## src/rtl/pcm_sc_pkg.sv

```systemverilog
package pcm_sc_pkg;
    localparam int PAR_W = 16;

    function automatic int cnt_width(input int n);
        return (n > 1) ? $clog2(n) : 1;
    endfunction
endpackage

```

## src/rtl/pcm_word_tracker.sv

```systemverilog
module pcm_word_tracker
    import pcm_sc_pkg::*;
#(
    parameter int WORD_BITS       = 8,
    parameter int WORDS_PER_MINOR = 4,
    parameter int BIT_W           = cnt_width(WORD_BITS),
    parameter int WRD_W           = cnt_width(WORDS_PER_MINOR)
) (
    input  logic             clk,
    input  logic             rst_n,
    input  logic             fsync_in,
    output logic             active_o,
    output logic             word_end_o,
    output logic [WRD_W-1:0] word_idx_o
);
    localparam logic [BIT_W-1:0] LAST_BIT  = BIT_W'(WORD_BITS - 1);
    localparam logic [WRD_W-1:0] LAST_WORD = WRD_W'(WORDS_PER_MINOR - 1);

    typedef struct packed {
        logic             locked;
        logic [BIT_W-1:0] bit_cnt;
        logic [WRD_W-1:0] word_cnt;
    } trk_t;

    trk_t trk_d, trk_q;
    logic [BIT_W-1:0] cur_bit;
    logic [WRD_W-1:0] cur_word;
    logic             active;
    logic             word_end;

    always_comb begin
        active   = trk_q.locked | fsync_in;
        cur_bit  = fsync_in ? '0 : trk_q.bit_cnt;
        cur_word = fsync_in ? '0 : trk_q.word_cnt;
        word_end = active && (cur_bit == LAST_BIT);

        trk_d = trk_q;
        if (!active) begin
            trk_d.bit_cnt  = '0;
            trk_d.word_cnt = '0;
        end else begin
            trk_d.locked = 1'b1;
            if (word_end) begin
                trk_d.bit_cnt  = '0;
                trk_d.word_cnt = (cur_word == LAST_WORD) ? '0 : cur_word + 1'b1;
            end else begin
                trk_d.bit_cnt  = cur_bit + 1'b1;
                trk_d.word_cnt = cur_word;
            end
        end
    end

    always_ff @(posedge clk) begin
        if (!rst_n) trk_q <= '0;
        else        trk_q <= trk_d;
    end

    assign active_o   = active;
    assign word_end_o = word_end;
    assign word_idx_o = cur_word;
endmodule

```

## src/rtl/pcm_word_shifter.sv

```systemverilog
module pcm_word_shifter
    import pcm_sc_pkg::*;
#(
    parameter int WORD_BITS = 8
) (
    input  logic             clk,
    input  logic             rst_n,
    input  logic             ser_data,
    input  logic             word_end,
    output logic [PAR_W-1:0] par_o
);
    typedef struct packed {
        logic [WORD_BITS-2:0] shift;
        logic [PAR_W-1:0]     par;
    } shf_t;

    shf_t shf_d, shf_q;
    logic [PAR_W-1:0] ext;

    always_comb begin
        ext                = '0;
        ext[WORD_BITS-1:0] = {shf_q.shift, ser_data};

        shf_d       = shf_q;
        shf_d.shift = (WORD_BITS-1)'({shf_q.shift, ser_data});
        if (word_end) shf_d.par = ext;
    end

    always_ff @(posedge clk) begin
        if (!rst_n) shf_q <= '0;
        else        shf_q <= shf_d;
    end

    assign par_o = shf_q.par;
endmodule

```

## src/rtl/pcm_frame_strobes.sv

```systemverilog
module pcm_frame_strobes
    import pcm_sc_pkg::*;
#(
    parameter int WRD_W = 2
) (
    input  logic             clk,
    input  logic             rst_n,
    input  logic             active,
    input  logic             word_end,
    input  logic [WRD_W-1:0] word_idx,
    input  logic             eoc_in,
    output logic             first_bit_o,
    output logic             minor_o,
    output logic             major_o
);
    typedef struct packed {
        logic first_bit;
        logic minor;
        logic major;
        logic eoc_seen;
    } stb_t;

    stb_t stb_d, stb_q;
    logic at_word0;

    always_comb begin
        at_word0        = word_end && (word_idx == '0);
        stb_d           = stb_q;
        stb_d.first_bit = word_end;
        if (word_end) stb_d.minor = (word_idx == '0);
        if (at_word0) stb_d.major = stb_q.eoc_seen;
        if (active) begin
            if (at_word0) stb_d.eoc_seen = eoc_in;
            else          stb_d.eoc_seen = stb_q.eoc_seen | eoc_in;
        end
    end

    always_ff @(posedge clk) begin
        if (!rst_n) stb_q <= '0;
        else        stb_q <= stb_d;
    end

    assign first_bit_o = stb_q.first_bit;
    assign minor_o     = stb_q.minor;
    assign major_o     = stb_q.major;
endmodule

```

## src/rtl/pcm_strobe_conditioner.sv

```systemverilog
module pcm_strobe_conditioner
    import pcm_sc_pkg::*;
#(
    parameter int WORD_BITS       = 8,
    parameter int WORDS_PER_MINOR = 4
) (
    input  logic             clk,
    input  logic             rst_n,
    input  logic             ser_data,
    input  logic             fsync_in,
    input  logic             eoc_in,
    output logic             bit_clk_out,
    output logic             first_bit_stb,
    output logic             minor_stb,
    output logic             major_stb,
    output logic [PAR_W-1:0] par_word
);
    localparam int WRD_W = cnt_width(WORDS_PER_MINOR);

    logic             active;
    logic             word_end;
    logic [WRD_W-1:0] word_idx;

    initial begin
        assert (WORD_BITS >= 2 && WORD_BITS <= PAR_W)
            else $error("WORD_BITS out of range");
    end

    assign bit_clk_out = clk;

    pcm_word_tracker #(
        .WORD_BITS(WORD_BITS),
        .WORDS_PER_MINOR(WORDS_PER_MINOR)
    ) u_trk (
        .clk(clk), .rst_n(rst_n), .fsync_in(fsync_in),
        .active_o(active), .word_end_o(word_end), .word_idx_o(word_idx)
    );

    pcm_word_shifter #(.WORD_BITS(WORD_BITS)) u_shf (
        .clk(clk), .rst_n(rst_n), .ser_data(ser_data),
        .word_end(word_end), .par_o(par_word)
    );

    pcm_frame_strobes #(.WRD_W(WRD_W)) u_stb (
        .clk(clk), .rst_n(rst_n), .active(active), .word_end(word_end),
        .word_idx(word_idx), .eoc_in(eoc_in),
        .first_bit_o(first_bit_stb), .minor_o(minor_stb), .major_o(major_stb)
    );
endmodule

```

## config.mk

```make
export PLATFORM = sky130hd
export DESIGN_NAME = pcm_strobe_conditioner
export DESIGN_NICKNAME = d
export VERILOG_FILES = /design/src/rtl/pcm_sc_pkg.sv /design/src/rtl/pcm_word_tracker.sv /design/src/rtl/pcm_word_shifter.sv /design/src/rtl/pcm_frame_strobes.sv /design/src/rtl/pcm_strobe_conditioner.sv
export SDC_FILE = /design/constraint.sdc
export NUM_CORES = 1
export LEC_CHECK = 0
export ABC_CLOCK_PERIOD_IN_PS = 3600
export CAP_MARGIN = 20
export CORE_MARGIN = 3
export CORE_UTILIZATION = 49
export DETAILED_ROUTE_END_ITERATION = 7
export PLACE_DENSITY = 0.9
export SYNTH_ARGS = -nofsm -noshare
export SYNTH_HDL_FRONTEND = slang
export SYNTH_SLANG_ARGS = --single-unit
```

## constraint.sdc

```tcl
create_clock -name clk -period 3.6 [get_ports clk]
set_clock_uncertainty 0.15 [all_clocks]
set_input_delay 0.72 -clock clk [delete_from_list [all_inputs] [get_ports clk]]
set_output_delay 0.72 -clock clk [all_outputs]
set_load 0.05 [all_outputs]
```

* After elaboration in Yosys (flattened, before gate mapping)
Cells that the tools add are included.
** Storage, ports and cells
- Register bits :: 25
- Bits in read-only memories :: 0
- Input bits :: 5
- RAM bits :: 0
- Bits in latches :: 0
- Memories kept :: 0
** Operators by class
- Bitwise logic cells :: 4
- $add $sub $neg :: 2
- Multiply operators :: 0
- Shifts and indexed selects :: 0
- Div/mod/pow operators :: 0
- Reductions and logical operators :: 5
- Eq/ne operators :: 2
- Magnitude comparators :: 0
- Multiplexer cells :: 5
** Operators by type and width (number)
- 2-bit two-way mux :: 3
- 3-bit by 1-bit adder with 3-bit output (second input constant) :: 1
- 3-bit equality test (second input constant) :: 1
- 3-bit two-way mux :: 1
- 3-bit OR reduction :: 1
- 2-bit by 1-bit adder with 2-bit output (second input constant) :: 1
- 2-bit equality test (second input constant) :: 1
- 1-bit logical AND :: 2
- 2-bit zero test :: 1
- 1-bit inverter :: 2
- 1-bit bitwise OR :: 2
- 2-bit AND reduction :: 1
- 1-bit two-way mux :: 1

* Logic depth before layout (Yosys ltp)
- Depth after elaboration :: 5
- Gate-level depth with buffers :: 8
- Depth with buffers taken out :: 6

* Cells and area by module
From an unflattened synthesis, not the netlist that was laid out.
** Second synthesis, totals
- Cells, all modules :: 96
- Area total of the unflattened synthesis :: 1027.2 um2
** By module, submodules not included
- pcm_word_shifter :: times used 1, cells an instance 49, sequential area each 300.3 um2, area each 554.3 um2
- pcm_word_tracker :: times used 1, cells an instance 31, sequential area each 120.1 um2, area each 297.8 um2
- pcm_frame_strobes :: times used 1, cells an instance 15, sequential area each 80.1 um2, area each 167.7 um2
- pcm_strobe_conditioner :: times used 1, cells an instance 1, sequential area each 0.0 um2, area each 7.5 um2

==> key figures <==
Yosys
  – Top post-synthesis cells by area: dfxtp_1 53%, buf_4 7.2%, nand3_1 4.8%
  – Mapped Avg Cell Area: about 9.6 µm²
  – Synth area leader: dfxtp_1
  – Seq cells post-synth: 25
  – Warnings, synthesis: 0
  – Top cell type's share of synthesized area: 0.5298
  – Area of the mapped netlist: around 940 µm²
  – Post-synthesis sequential area ratio: 0.5298
  – Distinct cells, synth: 27
  – Post-Synthesis Cells: 98

Detailed routing
  – Final ANT Viol Nets: 0
  – WL final: about 1500 µm
  – Per-cell routed wire length: between 10 and 15 µm
  – DR vias: between 600 and 700
  – DRT Pass-1 Iters: 4
  – DRC: 0
  – Iter 0 DRT Violations: 1
  – DR vias/cell: roughly 4.7

Critical path
  – Crit Path Class: clk -> out
  – Flop-to-flop setup slack: about 1.8 ns
  – Critical path data required time: 2.73 ns
  – RR Startpoint: u_trk.trk_q[2]
  – Crit Path Max Fanout: 2
  – Critical Path Sink Type: primary output
  – WP data arrival: 2.44 ns
  – Crit Reg-Reg Endpoint: u_stb.stb_q[0]
  – CP Launch Type: clock port
  – Crit. Startpoint: clk
  – R2R cell count: 5

Floorplanning
  – Chip height: 49.91 µm
  – Core ar.: between 0.0015 and 0.002 mm²
  – Std-Cell Rows: 15
  – Ports: 25
  – Total die area: between 0.002 and 0.0025 mm²
  – Die outline width: approximately 50 µm
  – Initial Utilization: 0.5355

Placed design
  – DP Worst Slack: between 0.2 and 0.3 ns
  – DPL Wire Length: 1070 µm
  – RD Place Congestion: between 0.7 and 0.8
  – Port Buf Inserts: 16

Power
  – Lkg Pwr: slightly below 0.5 nW
  – Internal power: ~380 µW
  – Power Total: between 500 and 600 µW
  – Sequential fraction of design power: 0.525
  – Pwr dens: roughly 490 mW/mm²
  – Sw frac: 0.2974
  – Comb power frac: 0.066
  – Clk pwr share: 0.409
  – Worst vdd ir: 536.2 µV
  – Net switching power figure: roughly 160 µW

GRT
  – GRT Total Usage: 0.1507
  – Largest net degree at the start of global routing: 22
  – Remaining global-route overflow: 0
  – First-pass GRT wire length: 2691 µm
  – Vias in the first global route: 632
  – Initial antenna violation count: 0

Min path
  – Hold path startpoint: u_shf.ext[4]
  – Destination of the worst hold path: u_shf.ext[5]
  – Hold Path Cell Cnt: 2
  – Hold Crit Class: reg -> reg

Finish
  – Share of layout cells above drive strength 1: 0.07826
  – Inserted Diodes: 0
  – Area delta synth->final: 17.48%
  – Nets@finish: 124

Clocking
  – Clk_lat worst skew: a little over 0.4 ns
  – Reg clk slew, reported paths: 0.12 ns
  – Cts repair resizes: 1
  – CTS tree: built
  – Number of setup buffers added after CTS: 0
  – Cts hold-fix bufs: 0

Timing
  – Max_slew headroom: 0.5237
  – RSZ-0062 raised after global routing: no
  – Pins Over Slew Limit: 0
  – Worst Tran Pin Value: 0.7122 ns
  – Final setup vio count: 0
  – Final TNS setup: 0 ns
  – Final Hold Fails: 0
  – Hold WS: approximately 0.29 ns
  – Fin worst setup slack: around 0.29 ns

Job
  – Max cap viols: 0

Status
  – Status: finished clean
[through the flow]
step           std cells  utilization  cell area [µm²]
2_1_floorplan        105            -            970.9
3_3_place_gp         133       0.6021             1062
3_5_place_dp         133       0.6021             1062
4_1_cts              140       0.6291             1110
5_1_grt              140       0.6291             1110
6_report             140       0.6291             1110
[worst max path at each step]
stage | end | slack [ns] | depth (start not counted)
floorplan | bit_clk_out | 0.76 | 1
CTS | bit_clk_out | 0.28 | 3
finish | bit_clk_out | 0.29 | 3
global placement | bit_clk_out | 0.26 | 1
global route | bit_clk_out | 0.27 | 3
detailed placement | bit_clk_out | 0.26 | 1
[logic make-up (layout without fill, tap and decap cells)]
kind of cell / after synthesis / after routing / share of synthesized area
AO/OA/AOI/OAI: 16 / 16 / 0.1152
adder cells (fa/ha/maj): 3 / 3 / 0.03974
buffers and inverters: 22 / 32 / 0.1417
flip-flops: 25 / 25 / 0.5298
other: 1 / 8 / 0.003970
AND/OR/NAND/NOR: 31 / 31 / 0.1695
[worst max-delay path, stage by stage]
cell and delay (ns):
clkbuf_4 0.11, clkbuf_4 0.12, dlygate4sd2_1 0.41
[synth_stat cells]
cell and count:
a21boi_0 1, a21oi_1 1, a221oi_1 1, a32o_1 1, and2_1 3, and2b_1 1
buf_1 1, buf_4 9, buf_6 1, clkbuf_1 1, clkbuf_8 1, conb_1 1
dfxtp_1 25, ha_1 3, inv_1 9, nand2_1 11, nand2b_1 1, nand2b_4 1
nand3_1 9, nor2_1 1, nor2b_1 2, nor3_1 1, o211ai_1 1, o21ai_0 9
o21ai_2 1, o21ai_4 1, or2_1 1
[per-layer routing]
layer / vias to the layer above / share of wire / track usage
met5: - / 0 / 0
met4: 0 / 0.029 / 0.1475
met3: 5 / 0.060 / 0.08157
met2: 18 / 0.47 / 0.2093
met1: 297 / 0.44 / 0.1570
li1: 332 / - / -
[state kept, by name (all words and copies together) (netlist names)]
register / count
u_shf.par_o: 8
u_shf.ext: 7
u_trk.trk_q: 6
u_stb.first_bit_o: 1
u_stb.major_o: 1
u_stb.minor_o: 1
u_stb.stb_q: 1
[power groups by stage]
stage | sequential [mW] | combinational [mW] | clock [mW]
floorplan | 0.290 | 0.0345 | 0.0599
global route | 0.285 | 0.0379 | 0.248
global placement | 0.290 | 0.0346 | 0.0641
finish | 0.284 | 0.0355 | 0.221
detailed placement | 0.290 | 0.0353 | 0.0641
CTS | 0.284 | 0.0354 | 0.229
[final cells by class]
class,instances,area (µm²)
Fill cell,173,654.4
Sequential cell,25,500.5
Multi-Input combinational cell,58,336.6
Timing Repair Buffer,15,150.1
Clock buffer,8,57.56
Inverter,9,33.78
Tap cell,25,31.28
[layout by cell type, fill, tap and decap left out]
master           count
dfxtp_1             25
clkdlybuf4s50_1     15
nand2_1             11
inv_1                9
nand3_1              9
o21ai_0              9
conb_1               8
clkbuf_4             6
and2_1               3
ha_1                 3
nor2b_1              2
nand2b_4             1
o21ai_4              1
nand2b_1             1
o21ai_2              1
a221oi_1             1
nor2_1               1
o211ai_1             1
a32o_1               1
a21boi_0             1
nor3_1               1
or2_1                1
a21oi_1              1
and2b_1              1
clkbuf_1             1
dlygate4sd2_1        1
Note: power is estimated with default switching activity, not from simulation.
